**src/rtl/dram_perf_pkg.sv**
```systemverilog
package dram_perf_pkg;
  localparam int unsigned ADDR_W = 12;
  localparam int unsigned DATA_W = 32;

  localparam logic [ADDR_W-1:0] OFF_CTRL   = 12'h000;
  localparam logic [ADDR_W-1:0] OFF_CFG    = 12'h004;
  localparam logic [ADDR_W-1:0] OFF_STAT   = 12'h008;
  localparam logic [ADDR_W-1:0] OFF_CLR    = 12'h00C;
  localparam logic [ADDR_W-1:0] OFF_TIME   = 12'h020;
  localparam logic [ADDR_W-1:0] OFF_EVT0   = 12'h030;
  localparam int unsigned       EVT_STRIDE = 8;
  localparam logic [ADDR_W-1:0] OFF_VER    = 12'h3F4;
  localparam logic [ADDR_W-1:0] OFF_ID     = 12'h3F8;

  localparam int unsigned CTRL_START_BIT = 0;
  localparam int unsigned CTRL_STOP_BIT  = 1;
  localparam int unsigned TIME_FLAG_BIT  = 31;

  localparam logic [DATA_W-1:0] VERSION_VAL = 32'h0002_0001;
  localparam logic [DATA_W-1:0] IDENT_VAL   = 32'h7E31_A5C0;

  function automatic logic [ADDR_W-1:0] evt_offset(input int unsigned idx);
    return ADDR_W'(int'(OFF_EVT0) + int'(idx * EVT_STRIDE));
  endfunction
endpackage

```
**src/rtl/perf_counter.sv**
```systemverilog
module perf_counter #(
  parameter int unsigned CNT_W = 32
) (
  input  logic             clk,
  input  logic             rst,
  input  logic             inc,
  input  logic             clr,
  output logic [CNT_W-1:0] count,
  output logic             wrap
);
  // Wrap is only reported when the clear does not take this edge.
  assign wrap = inc & ~clr & (&count);

  always_ff @(posedge clk) begin
    if (rst)      count <= '0;
    else if (clr) count <= '0;
    else if (inc) count <= count + CNT_W'(1);
  end
endmodule

```
**src/rtl/perf_apb_decode.sv**
```systemverilog
module perf_apb_decode
  import dram_perf_pkg::*;
#(
  parameter int unsigned NUM_EVT = 4,
  parameter int unsigned CNT_W   = 32
) (
  input  logic                     clk,
  input  logic                     rst,
  input  logic                     psel,
  input  logic                     penable,
  input  logic                     pwrite,
  input  logic [ADDR_W-1:0]        paddr,
  input  logic [DATA_W-1:0]        pwdata,
  input  logic                     run,
  input  logic [NUM_EVT-1:0]       cfg,
  input  logic [DATA_W-1:0]        status,
  input  logic [NUM_EVT*CNT_W-1:0] evt_cnt,
  input  logic [CNT_W-1:0]         time_cnt,
  output logic                     start_req,
  output logic                     stop_req,
  output logic                     cfg_we,
  output logic [NUM_EVT-1:0]       cfg_wdata,
  output logic [NUM_EVT-1:0]       clr_evt,
  output logic                     clr_time,
  output logic [DATA_W-1:0]        prdata
);
  logic              wr_acc, rd_setup, clr_hit;
  logic [DATA_W-1:0] rd_val;
  wire               unused_wdata = ^pwdata[DATA_W-2:NUM_EVT];

  assign wr_acc    = psel & penable & pwrite;
  assign rd_setup  = psel & ~penable & ~pwrite;
  assign clr_hit   = wr_acc && (paddr == OFF_CLR);
  assign start_req = wr_acc && (paddr == OFF_CTRL) && pwdata[CTRL_START_BIT];
  assign stop_req  = wr_acc && (paddr == OFF_CTRL) && pwdata[CTRL_STOP_BIT];
  assign cfg_we    = wr_acc && (paddr == OFF_CFG);
  assign cfg_wdata = pwdata[NUM_EVT-1:0];
  assign clr_evt   = clr_hit ? pwdata[NUM_EVT-1:0] : '0;
  assign clr_time  = clr_hit & pwdata[TIME_FLAG_BIT];

  always_comb begin
    rd_val = '0;
    case (paddr)
      OFF_CTRL: rd_val[0] = run;
      OFF_CFG:  rd_val[NUM_EVT-1:0] = cfg;
      OFF_STAT: rd_val = status;
      OFF_TIME: rd_val = DATA_W'(time_cnt);
      OFF_VER:  rd_val = VERSION_VAL;
      OFF_ID:   rd_val = IDENT_VAL;
      default: begin
        for (int n = 0; n < int'(NUM_EVT); n++) begin
          if (paddr == evt_offset(n)) rd_val = DATA_W'(evt_cnt[n*CNT_W +: CNT_W]);
        end
      end
    endcase
  end

  always_ff @(posedge clk) begin
    if (rst)           prdata <= '0;
    else if (rd_setup) prdata <= rd_val;
  end
endmodule

```
**src/rtl/perf_ctrl.sv**
```systemverilog
module perf_ctrl
  import dram_perf_pkg::*;
#(
  parameter int unsigned NUM_EVT = 4
) (
  input  logic               clk,
  input  logic               rst,
  input  logic               start_req,
  input  logic               stop_req,
  input  logic               cfg_we,
  input  logic [NUM_EVT-1:0] cfg_wdata,
  input  logic [NUM_EVT-1:0] clr_evt,
  input  logic               clr_time,
  input  logic [NUM_EVT-1:0] evt_wrap,
  input  logic               time_wrap,
  output logic               run,
  output logic [NUM_EVT-1:0] cfg,
  output logic [DATA_W-1:0]  status,
  output logic               irq
);
  logic [NUM_EVT-1:0] ev_flag, ev_flag_d;
  logic               t_flag, t_flag_d, any_wrap, any_flag, run_d;

  always_comb begin
    ev_flag_d = (ev_flag & ~clr_evt) | evt_wrap;
    t_flag_d  = (t_flag & ~clr_time) | time_wrap;
    any_wrap  = (|evt_wrap) | time_wrap;
    any_flag  = (|ev_flag) | t_flag;
    if (stop_req || any_wrap)       run_d = 1'b0;
    else if (start_req && !any_flag) run_d = 1'b1;
    else                            run_d = run;
  end

  always_ff @(posedge clk) begin
    if (rst) begin
      run     <= 1'b0;
      cfg     <= '0;
      ev_flag <= '0;
      t_flag  <= 1'b0;
      irq     <= 1'b0;
    end else begin
      run     <= run_d;
      ev_flag <= ev_flag_d;
      t_flag  <= t_flag_d;
      irq     <= (|ev_flag_d) | t_flag_d;
      if (cfg_we) cfg <= cfg_wdata;
    end
  end

  always_comb begin
    status = '0;
    status[NUM_EVT-1:0]   = ev_flag;
    status[TIME_FLAG_BIT] = t_flag;
  end
endmodule

```
**src/rtl/dram_perf_mon.sv**
```systemverilog
module dram_perf_mon
  import dram_perf_pkg::*;
#(
  parameter int unsigned NUM_EVT = 4,
  parameter int unsigned CNT_W   = 32
) (
  input  logic               clk,
  input  logic               rst,
  input  logic               psel,
  input  logic               penable,
  input  logic               pwrite,
  input  logic [ADDR_W-1:0]  paddr,
  input  logic [DATA_W-1:0]  pwdata,
  output logic [DATA_W-1:0]  prdata,
  input  logic [NUM_EVT-1:0] evt_i,
  output logic               irq
);
  localparam int unsigned FLAT_W = NUM_EVT * CNT_W;

  logic               run, start_req, stop_req, cfg_we, clr_time, time_wrap;
  logic [NUM_EVT-1:0] cfg, cfg_wdata, clr_evt, evt_wrap;
  logic [DATA_W-1:0]  status;
  logic [FLAT_W-1:0]  evt_cnt;
  logic [CNT_W-1:0]   time_cnt;

  perf_apb_decode #(.NUM_EVT(NUM_EVT), .CNT_W(CNT_W)) u_dec (
    .clk(clk), .rst(rst), .psel(psel), .penable(penable), .pwrite(pwrite),
    .paddr(paddr), .pwdata(pwdata), .run(run), .cfg(cfg), .status(status),
    .evt_cnt(evt_cnt), .time_cnt(time_cnt), .start_req(start_req),
    .stop_req(stop_req), .cfg_we(cfg_we), .cfg_wdata(cfg_wdata),
    .clr_evt(clr_evt), .clr_time(clr_time), .prdata(prdata)
  );

  perf_ctrl #(.NUM_EVT(NUM_EVT)) u_ctrl (
    .clk(clk), .rst(rst), .start_req(start_req), .stop_req(stop_req),
    .cfg_we(cfg_we), .cfg_wdata(cfg_wdata), .clr_evt(clr_evt),
    .clr_time(clr_time), .evt_wrap(evt_wrap), .time_wrap(time_wrap),
    .run(run), .cfg(cfg), .status(status), .irq(irq)
  );

  for (genvar g = 0; g < int'(NUM_EVT); g++) begin : g_evt
    perf_counter #(.CNT_W(CNT_W)) u_cnt (
      .clk(clk), .rst(rst),
      .inc(run & cfg[g] & evt_i[g]),
      .clr(clr_evt[g]),
      .count(evt_cnt[g*CNT_W +: CNT_W]),
      .wrap(evt_wrap[g])
    );
  end

  perf_counter #(.CNT_W(CNT_W)) u_time (
    .clk(clk), .rst(rst), .inc(run), .clr(clr_time),
    .count(time_cnt), .wrap(time_wrap)
  );
endmodule

```
**config.mk**
```make
export PLATFORM = sky130hd
export DESIGN_NAME = dram_perf_mon
export DESIGN_NICKNAME = d
export VERILOG_FILES = /design/src/rtl/dram_perf_pkg.sv /design/src/rtl/perf_counter.sv /design/src/rtl/perf_apb_decode.sv /design/src/rtl/perf_ctrl.sv /design/src/rtl/dram_perf_mon.sv
export SDC_FILE = /design/constraint.sdc
export NUM_CORES = 1
export LEC_CHECK = 0
export ABC_CLOCK_PERIOD_IN_PS = 1980
export BUFFER_PORTS_ARGS = -buffer_cell sky130_fd_sc_hd__buf_2
export CAP_MARGIN = 5
export CORE_ASPECT_RATIO = 0.8
export CORE_MARGIN = 2
export CORE_UTILIZATION = 43
export CTS_CLUSTER_SIZE = 24
export DETAILED_ROUTE_END_ITERATION = 8
export HOLD_SLACK_MARGIN = 0.06
export PLACE_DENSITY = 0.67
export SLEW_MARGIN = 40
export SYNTH_ARGS = -nofsm -noshare
export SYNTH_HDL_FRONTEND = slang
export SYNTH_SLANG_ARGS = --single-unit
```
**constraint.sdc**
```tcl
create_clock -name clk -period 1.98 [get_ports clk]
set_input_delay 0.099 -clock clk [delete_from_list [all_inputs] [get_ports clk]]
set_output_delay 0.099 -clock clk [all_outputs]
set_load 0.02 [all_outputs]
```
* Yosys cells after proc, flatten, opt, wreduce, memory -nomap -nowiden
Cells that the tools add are included.
Word-level totals: bits in registers 203, output and inout port bits 33, bits of input ports 53, logic and storage cells 97
Operators by class: equality and inequality tests 10, multiplexer cells 8, bitwise gates (word level) 38, add/sub/neg operators 5, reduce and logical (&&, ||, !) cells 25
Operators with widths (count):
- $add 32x1->32 const B | 5
- $reduce_and 32->1 | 5
- $pmux 28 s5 | 1
- $mux 32 | 4
- $eq 12x6->1 const B | 3
- $and 1x1->1 | 24
- $eq 12x10->1 const B | 2
- $eq 12x4->1 const B | 2
- $eq 12x7->1 const B | 2
- $reduce_or 2->1 | 7
- $eq 12x3->1 const B | 1
- $logic_not 12->1 | 1
- $pmux 3 s4 | 1
- $reduce_or 4->1 | 3
- $not 1->1 | 7
- $logic_and 1x1->1 | 6
- $pmux 1 s6 | 1
- $and 4x4->4 | 1
- $mux 4 | 1
- $not 4->4 | 1
- $or 1x1->1 | 4
- $or 4x4->4 | 1
- $reduce_or 3->1 | 1
- $logic_not 1->1 | 1
- $logic_or 1x1->1 | 1

* Longest topological paths before layout
Gate-level depths: netlist of run 1.
depth in word-level cells 11, mapped depth 10

* Hierarchy
Synthesis of run 1 repeated with hierarchy kept, for this count alone.
Unflattened totals: cell total of the unflattened synthesis 1372, area total of the unflattened synthesis 11314.6 um^2
By module, submodules not included:
- perf_counter | times used 5, seq. area each 640.6 um^2, area each 1546.5 um^2, cells each 181
- perf_apb_decode | times used 1, seq. area each 640.6 um^2, area each 2939.1 um^2, cells each 389
- perf_ctrl | times used 1, seq. area each 220.2 um^2, area each 618.1 um^2, cells each 74
- dram_perf_mon | times used 1, seq. area each 0.0 um^2, area each 25.0 um^2, cells each 4

* Least setup slack after synthesis of run 1
OpenSTA, ideal clock, no wires.
kind register -> register, start reg u_time.count[0], end reg u_ctrl.irq, slack 0.013 ns, data required time 1.903 ns, path buffers 1, stages on the path, launching flop included 9, setup time 0.077 ns, data arrival time 1.890 ns, cells stage by stage dfxtp_1 -> ha_1 -> nand4_1 -> or2_0 -> clkbuf_1 -> nor4_4 -> a21oi_1 -> a21o_1 -> a41oi_2
Between the ends: word-level cells in the longest chain between the ends 4
RTL lines:
- start, declared | RTL line perf_counter.sv:8 | output logic [CNT_W-1:0] count,
- start signal, assigned | RTL line perf_counter.sv:17 | else if (inc) count <= count + CNT_W'(1);
- $reduce_and 32->1 | RTL line perf_counter.sv:12 | assign wrap = inc & ~clr & (&count);
- $and 1x1->1 | RTL line perf_counter.sv:12
- $or 1x1->1 | RTL line perf_ctrl.sv:26 | t_flag_d = (t_flag & ~clr_time) | time_wrap;
- $or 1x1->1 | RTL line perf_ctrl.sv:45 | irq <= (|ev_flag_d) | t_flag_d;
- end signal, assigned | RTL line perf_ctrl.sv:45
- end, declared | RTL line perf_ctrl.sv:19 | output logic irq
Every way passes these cells. A chain may end at the register's enable or synchronous reset.

* Worst setup path after layout of run 1
start reg g_evt[1].u_cnt.count[1], end reg u_ctrl.irq
Between the ends: word-level cells in the longest chain between the ends 5
RTL lines:
- start, declared | RTL line perf_counter.sv:8
- start signal, assigned | RTL line perf_counter.sv:17
- $reduce_and 32->1 | RTL line perf_counter.sv:12
- $and 1x1->1 | RTL line perf_counter.sv:12
- $or 4x4->4 | RTL line perf_ctrl.sv:25 | ev_flag_d = (ev_flag & ~clr_evt) | evt_wrap;
- $reduce_or 4->1 | RTL line perf_ctrl.sv:45
- $or 1x1->1 | RTL line perf_ctrl.sv:45
Every way passes these cells.

==> results.yml, run 1 <==
global_routing:
  grt_pass1_wl_um: 52400
  grt_usage_pct: 27.1
  antenna_found_initial: 1
  grt_pass1_vias: 9456
  gr-total-overflow: 0
  grt_start_max_net_pins: 38
clocking:
  clk_latency_ns: 0.52
  clockBufferDepth: 3
  htreeDepth: 1
  cts_tree: "built"
  path_clk_slew_ns: 0.06
  cts_buffers: 23
  cts-root-buf: "clkbuf_16"
  clock_sinks: 203
setup_path:
  cp.required_ns: 2.42
  endpoint_kind: "flop"
  path_class: "reg2reg"
  arrival_ns: 2.47
  cp_max_fo: 4
  rrSetupSlack_ns: -0.05
  crit_path_start_kind: "flop"
  r2r_cells: 8
  rr_endpoint: "u_ctrl.irq$_SDFF_PP0_"
  r2r_start: "g_evt[1].u_cnt.count[1]$_SDFFE_PP0P_"
logic_synthesis:
  ys_warn_count: 0
  avgSynthCellArea_sq_um: 8.31
  syn_inst: 1219
  yosys.area.top_type: "dfxtp_1"
  ys_ff_latch: 203
  synthFlopType: "dfxtp_1"
  ys_seq_area_share_pct: 40.1
  synth.distinct_cells: 71
  netlist_area_sq_um: 10100
  synthArstFlopShare_pct: 0
  synth_top_area_share_pct: 40.1
  yosysMostFrequentCell: "nor2_1"
  synth-edff-count: 0
  synth_area_leaders: "dfxtp_1 (40%), xor2_1 (8.0%), nor2_1 (8.0%)"
  netlist_top_cells_count: "nor2_1 (216), dfxtp_1 (203), nand2_1 (101)"
  syn_nets: 1277
timing:
  min_period_over_period_pct: 102
  tightest_slew_ns: 0.828
  max_freq_ghz: 0.493
  rsz0062_at_grt: "yes"
  fin_crit_ns: 2.03
  slew_violations: 0
  hold_viol: 0
  fin_worst_skew_ns: 0.0164
  relSlewSlack_pct: 44.8
  setup_tns_ns: -0.130
  setup_viol: 4
  worst_slack_ns: -0.0476
finish:
  syn_to_final_growth_pct: 30.6
  nets: 1506
  drive_gt1_share_pct: 26.7
  fin_util_pct: 56.9
drt:
  detail_route.first_pass.iterations: 7
  via_per_inst: 5.65
  num_vias: 10000
  drt-initial-drc-count: 1098
  drc: 0
  finalWirelength_um: 34000
  detail-route-antenna-nets: 0
  wl_per_cell_um: 19.2
power:
  power.density_nw_per_um2: 658
  ir_drop_uv: 511
  power.share.sequential_pct: 47.3
  switching_share_pct: 23.5
  combPwrFrac_pct: 4.7
  intPower_w: 0.00666
  power_frac_clock_pct: 48.1
  p_switching_w: 0.00205
  p_leak_nw: 5.15
run:
  cap_viol_max_count: 0
worst_hold_path:
  min-delay-start: "evt_i[0]"
  worstHoldPathType: "in2reg"
  min_path_cells: 4
  hold_end: "g_evt[0].u_cnt.count[0]$_SDFFE_PP0P_"
floorplanning:
  core_area_sq_um: 23300
  initial_core_util_pct: 43.5
  boundaryPins: 86
  rows: 50
  die_area_sq_um: 24800
  fp.dieH_um: 141
  dieWidth_um: 176
run_status:
  status: "finished, violations left"
  failed_checks: "setup timing"
placed_design:
  gp_congestion: 0.964
  hpwlAfterDp_um: 25600
  port_buffers: 58
[critical path, stage by stage (launching register included)]
cell	delay, ns
dfxtp_2	0.35
ha_4	0.15
nand2_4	0.06
nor4_4	0.25
buf_6	0.18
nor4bb_4	0.47
o21ai_2	0.14
a21boi_2	0.19
a41oi_2	0.17
[registers in the layout, summed over array words and instances (netlist names)]
register / count
u_ctrl.ev_flag: 4
u_ctrl.run: 1
u_ctrl.cfg: 4
u_time.count: 32
u_ctrl.irq: 1
u_ctrl.t_flag: 1
g_evt.u_cnt.count: 128
u_dec.prdata: 32
[through the flow]
stage | power [W] | hold WS [ns] | std cells | cell area (sq um) | setup slack [ns]
after floorplan | 0.00441 | 0.243 | 1219 | 10100 | 0.0129
after global placement | 0.00459 | 0.396 | 1721 | 12100 | -0.480
after detailed placement | 0.00460 | 0.403 | 1721 | 12100 | -0.447
after CTS | 0.00873 | 0.0764 | 1769 | 12900 | 0.00125
after global routing | 0.00894 | 0.0967 | 1775 | 13200 | -0.0500
final | 0.00871 | 0.0902 | 1776 | 13200 | -0.0476
[layer usage]
layer,global-route usage [%],wire [um],up-vias,share of wire [%]
met5,0,0,-,0
met3,6.11,3010,87,8.8
met1,38.7,15400,4773,45
met4,8.79,1240,0,3.7
li1,-,-,4760,-
met2,40.6,14400,415,42
[worst max-delay path by stage]
stage	from	end	slack [ns]	cells past startpoint
after floorplan	u_time.count[0]$_SDFFE_PP0P_	u_ctrl.irq$_SDFF_PP0_	0.01	8
after global placement	u_ctrl.run$_SDFFE_PP0P_	u_ctrl.irq$_SDFF_PP0_	-0.48	8
after detailed placement	u_ctrl.run$_SDFFE_PP0P_	u_ctrl.irq$_SDFF_PP0_	-0.45	8
after CTS	g_evt[2].u_cnt.count[16]$_SDFFE_PP0P_	u_ctrl.irq$_SDFF_PP0_	0.001	7
after global routing	g_evt[1].u_cnt.count[15]$_SDFFE_PP0P_	u_ctrl.irq$_SDFF_PP0_	-0.05	7
final	g_evt[1].u_cnt.count[1]$_SDFFE_PP0P_	u_ctrl.irq$_SDFF_PP0_	-0.05	8
[timing repair]
item,CTS,global route
pin swaps,7,24
endpoints found under the hold margin,6,0
setup buffers,3,6
gates cloned,0,0
resized for setup,15,63
hold buffers,5,0
endpoints found under the setup margin,28,41
[placed cells by master (no fill, tap or decap), types with 7 or more instances in the layout]
master,count
nand2_1,99
a22o_1,7
a21oi_1,49
a221oi_1,21
dfxtp_2,19
xnor2_1,51
inv_1,27
nand4_1,46
buf_12,10
buf_4,191
xor2_1,93
a22oi_1,11
dfxtp_1,183
nand3_1,60
clkbuf_16,23
nor2_1,214
and3_1,21
a211oi_1,26
nor3_1,16
and2_1,7
o31ai_1,10
or3_1,11
and4_1,18
buf_2,58
o21ai_0,39
[area by class of cell]
type / count / area [sq um]
clock inverter: 9 / 76.3
clock buffer: 31 / 646
antenna: 1 / 2.50
inverter: 27 / 101
fill: 2123 / 10000
tap: 312 / 390
timing repair buffer: 266 / 2000
sequential: 203 / 4090
multi-input combinational: 927 / 5930
[power by group through the flow]
| stage | registers [W] | clock network (W) | logic, W |
|---|---|---|---|
| 2_1_floorplan | 0.00423 | 0 | 0.000180 |
| 3_3_place_gp | 0.00421 | 0 | 0.000385 |
| 3_5_place_dp | 0.00421 | 0 | 0.000388 |
| 4_1_cts | 0.00412 | 0.00422 | 0.000399 |
| 5_1_grt | 0.00411 | 0.00439 | 0.000434 |
| 6_report | 0.00412 | 0.00418 | 0.000405 |
[kinds of logic after synthesis]
kind of cell | synth area share [%]
multiplexers | 1.06
AND/OR/NAND/NOR | 28.7
XOR/XNOR | 12.5
flip-flops | 40.1
AO/OA/AOI/OAI | 13.0
adder cells (fa/ha/maj) | 0.618
buffers and inverters | 3.96
No activity file was read; power rests on OpenSTA's default activity.
==> run 2: changes to the inputs <==
- ABC_AREA: default -> 1
- PLACE_DENSITY: 0.67 -> 0.66
==> run 2 against run 1 <==
  * The flow now finishes without violations
  * Count of clock-buffer cells in the layout rose by 2
  * Hold slack barely moved
  * First-iteration DRC count rose by 35%
  * Setup slack improved by 0.20 ns
  * Core utilization fell by 5.1 points
  * Non-clock buffer count fell by 124
  * Routed wire length rose by 19%
  * Synthesized cell count rose by 55%
  * Die area rose by 18%
  * Critical path depth fell by 1
  * Critical path type unchanged
  * Largest power group unchanged
==> results.yml, run 2 <==
drt:
  via_per_inst: 5.32
  drc: 0
  num_vias: 12800
  wl_per_cell_um: 16.9
  detail-route-antenna-nets: 0
  drt-initial-drc-count: 1478
  detail_route.first_pass.iterations: 7
  finalWirelength_um: 40600
setup_path:
  slowest_stage: "dfxtp_1"
  cp.required_ns: 2.43
  path_delay_family: "simple AND/OR/NAND/NOR gates"
  endpoint_kind: "flop"
  cpMostUsedCell: "nand3_1"
  cp_max_fo: 5
  critPathBufInv: 0
  max_stage_delay_ns: 0.44
  path_cells: "nand2_1, nor3_2, nand3_1, nor2_2, nand3_1, xor2_1, nor2_1"
  path_class: "reg2reg"
  crit_path_start_kind: "flop"
  arrival_ns: 2.28
timing:
  max_freq_ghz: 0.548
  min_period_over_period_pct: 92.1
  fin_crit_ns: 1.82
  slew_violations: 0
  tightest_slew_ns: 0.554
  setup_tns_ns: 0
  setup_viol: 0
  hold_viol: 0
  fin_hold_ws_ns: 0.0898
  relSlewSlack_pct: 63.0
  rsz0062_at_grt: "no"
  fin_worst_skew_ns: 0.0224
finish:
  layout_commonest_cell: "nand2_1"
  regMostFlops: "g_evt.u_cnt.count"
  mostFrequentLayoutCells: "nand2_1 (526), nor2_1 (230), inv_1 (212)"
  drive_gt1_share_pct: 12.6
  stdcell_area_sq_um: 14200
  largest_reg_flops: 128
  nets: 2080
  fin_util_pct: 51.8
  insertedDiodeCount: 0
  largestRegisters: "g_evt.u_cnt.count x128, u_dec.prdata x32, u_time.count x32"
  syn_to_final_growth_pct: 18.1
logic_synthesis:
  ys_seq_area_share_pct: 33.9
  netlist_top_cells_count: "nand2_1 (526), nor2_1 (231), inv_1 (212)"
  syn_inst: 1895
  synthArstFlopShare_pct: 0
  synth.distinct_cells: 45
  ys_ff_latch: 203
  synthFlopType: "dfxtp_1"
  ys_warn_count: 0
  synth_area_leaders: "dfxtp_1 (34%), nand2_1 (16%), nor2_1 (7.2%)"
  avgSynthCellArea_sq_um: 6.33
  syn_nets: 1953
  synth_top_area_share_pct: 33.9
  synth-edff-count: 0
  netlist_area_sq_um: 12000
  yosys.area.top_type: "dfxtp_1"
  yosysMostFrequentCell: "nand2_1"
clocking:
  clock_sinks: 203
  cts_buffers: 24
  cts-root-buf: "clkbuf_16"
  htreeDepth: 1
  clockBufferDepth: 3
  path_clk_slew_ns: 0.06
  cts_tree: "built"
  clk_latency_ns: 0.54
run_status:
  status: "finished, final reports clean"
placed_design:
  hpwlAfterDp_um: 32200
  port_buffers: 58
  place_area_sq_um: 13200
  gp_congestion: 1.00
floorplanning:
  core_area_sq_um: 27400
  boundaryPins: 86
  initial_core_util_pct: 43.8
  fp.dieH_um: 153
  rows: 54
  dieWidth_um: 191
  die_area_sq_um: 29300
global_routing:
  grt_pass1_vias: 11500
  gr-total-overflow: 0
  grt_start_max_net_pins: 28
  antenna_found_initial: 1
  grt_pass1_wl_um: 63000
  grt_usage_pct: 27.6
run:
  cap_viol_max_count: 0
power:
  p_leak_nw: 5.39
  ir_drop_uv: 525
  power.density_nw_per_um2: 641
worst_hold_path:
  worstHoldPathType: "in2reg"
-- run 2: worst paths after layout --
path	from	end	slack (ns)	depth (start not counted)
worst max register to register	g_evt[2].u_cnt.count[3]$_SDFFE_PP0P_	g_evt[2].u_cnt.count[23]$_SDFFE_PP0P_	0.16	7
worst min-delay path	rst	u_ctrl.t_flag$_SDFF_PP0_	0.09	3
worst max-delay path	g_evt[2].u_cnt.count[3]$_SDFFE_PP0P_	g_evt[2].u_cnt.count[23]$_SDFFE_PP0P_	0.16	7
worst min register to register	u_dec.prdata[6]$_SDFFE_PP0P_	u_dec.prdata[6]$_SDFFE_PP0P_	0.46	2
-- run 2: cells by family after synthesis --
family / Yosys count / share of synthesized area (%)
fa+ha+maj: 5 / 0.521
xor+xnor: 54 / 3.94
buf+inv: 264 / 8.59
flops: 203 / 33.9
simple gates: 1124 / 42.6
compound gates: 245 / 10.5
-- run 2: final cells by class --
type	instances	area (sq um)
fillers	2763	13200
multi-input cells	1428	6940
flip-flops and latches	203	4070
repair buffers	142	1020
inverters	223	840
clock buffers	33	716
well taps	364	455
clock inverters	10	128
-- run 2: layer usage --
metal / vias up / track usage [%] / routed length [um] / part of all wire (%)
met4: 0 / 7.94 / 1230 / 3.0
met5: - / 0 / 0 / 0
li1: 6386 / - / - / -
met3: 61 / 5.30 / 3770 / 9.3
met1: 5807 / 41.7 / 19400 / 48
met2: 533 / 39.2 / 16200 / 40
-- run 2: through the flow --
stage	total power, W	worst slack [ns]	std cells
finish	0.00908	0.156	2403
global route	0.00935	0.00403	2403
detailed placement	0.00445	0.119	2349
floorplan	0.00433	0.292	1895
global placement	0.00445	0.159	2349
CTS	0.00916	0.110	2402
-- run 2: what timing repair did --
item	4_1_cts	5_1_grt
hold endpoints to repair	11	0
resized for setup	0	7
hold buffers	10	0
endpoints found under the setup margin	0	11
buffers inserted	0	1
-- run 2: tightest hold or removal path, delay by kind of cell --
kind                   cells  cell delay [ns]
buffers and inverters      2             0.34
AND/OR/NAND/NOR            1             0.13
-- run 2: power by group --
group | internal (W) | total, W | switching [W]
clock | 0.00290 | 0.00470 | 0.00180
sequential | 0.00409 | 0.00410 | 0.00000531
combinational | 0.0000900 | 0.000281 | 0.000191
total | 0.00709 | 0.00908 | 0.00200
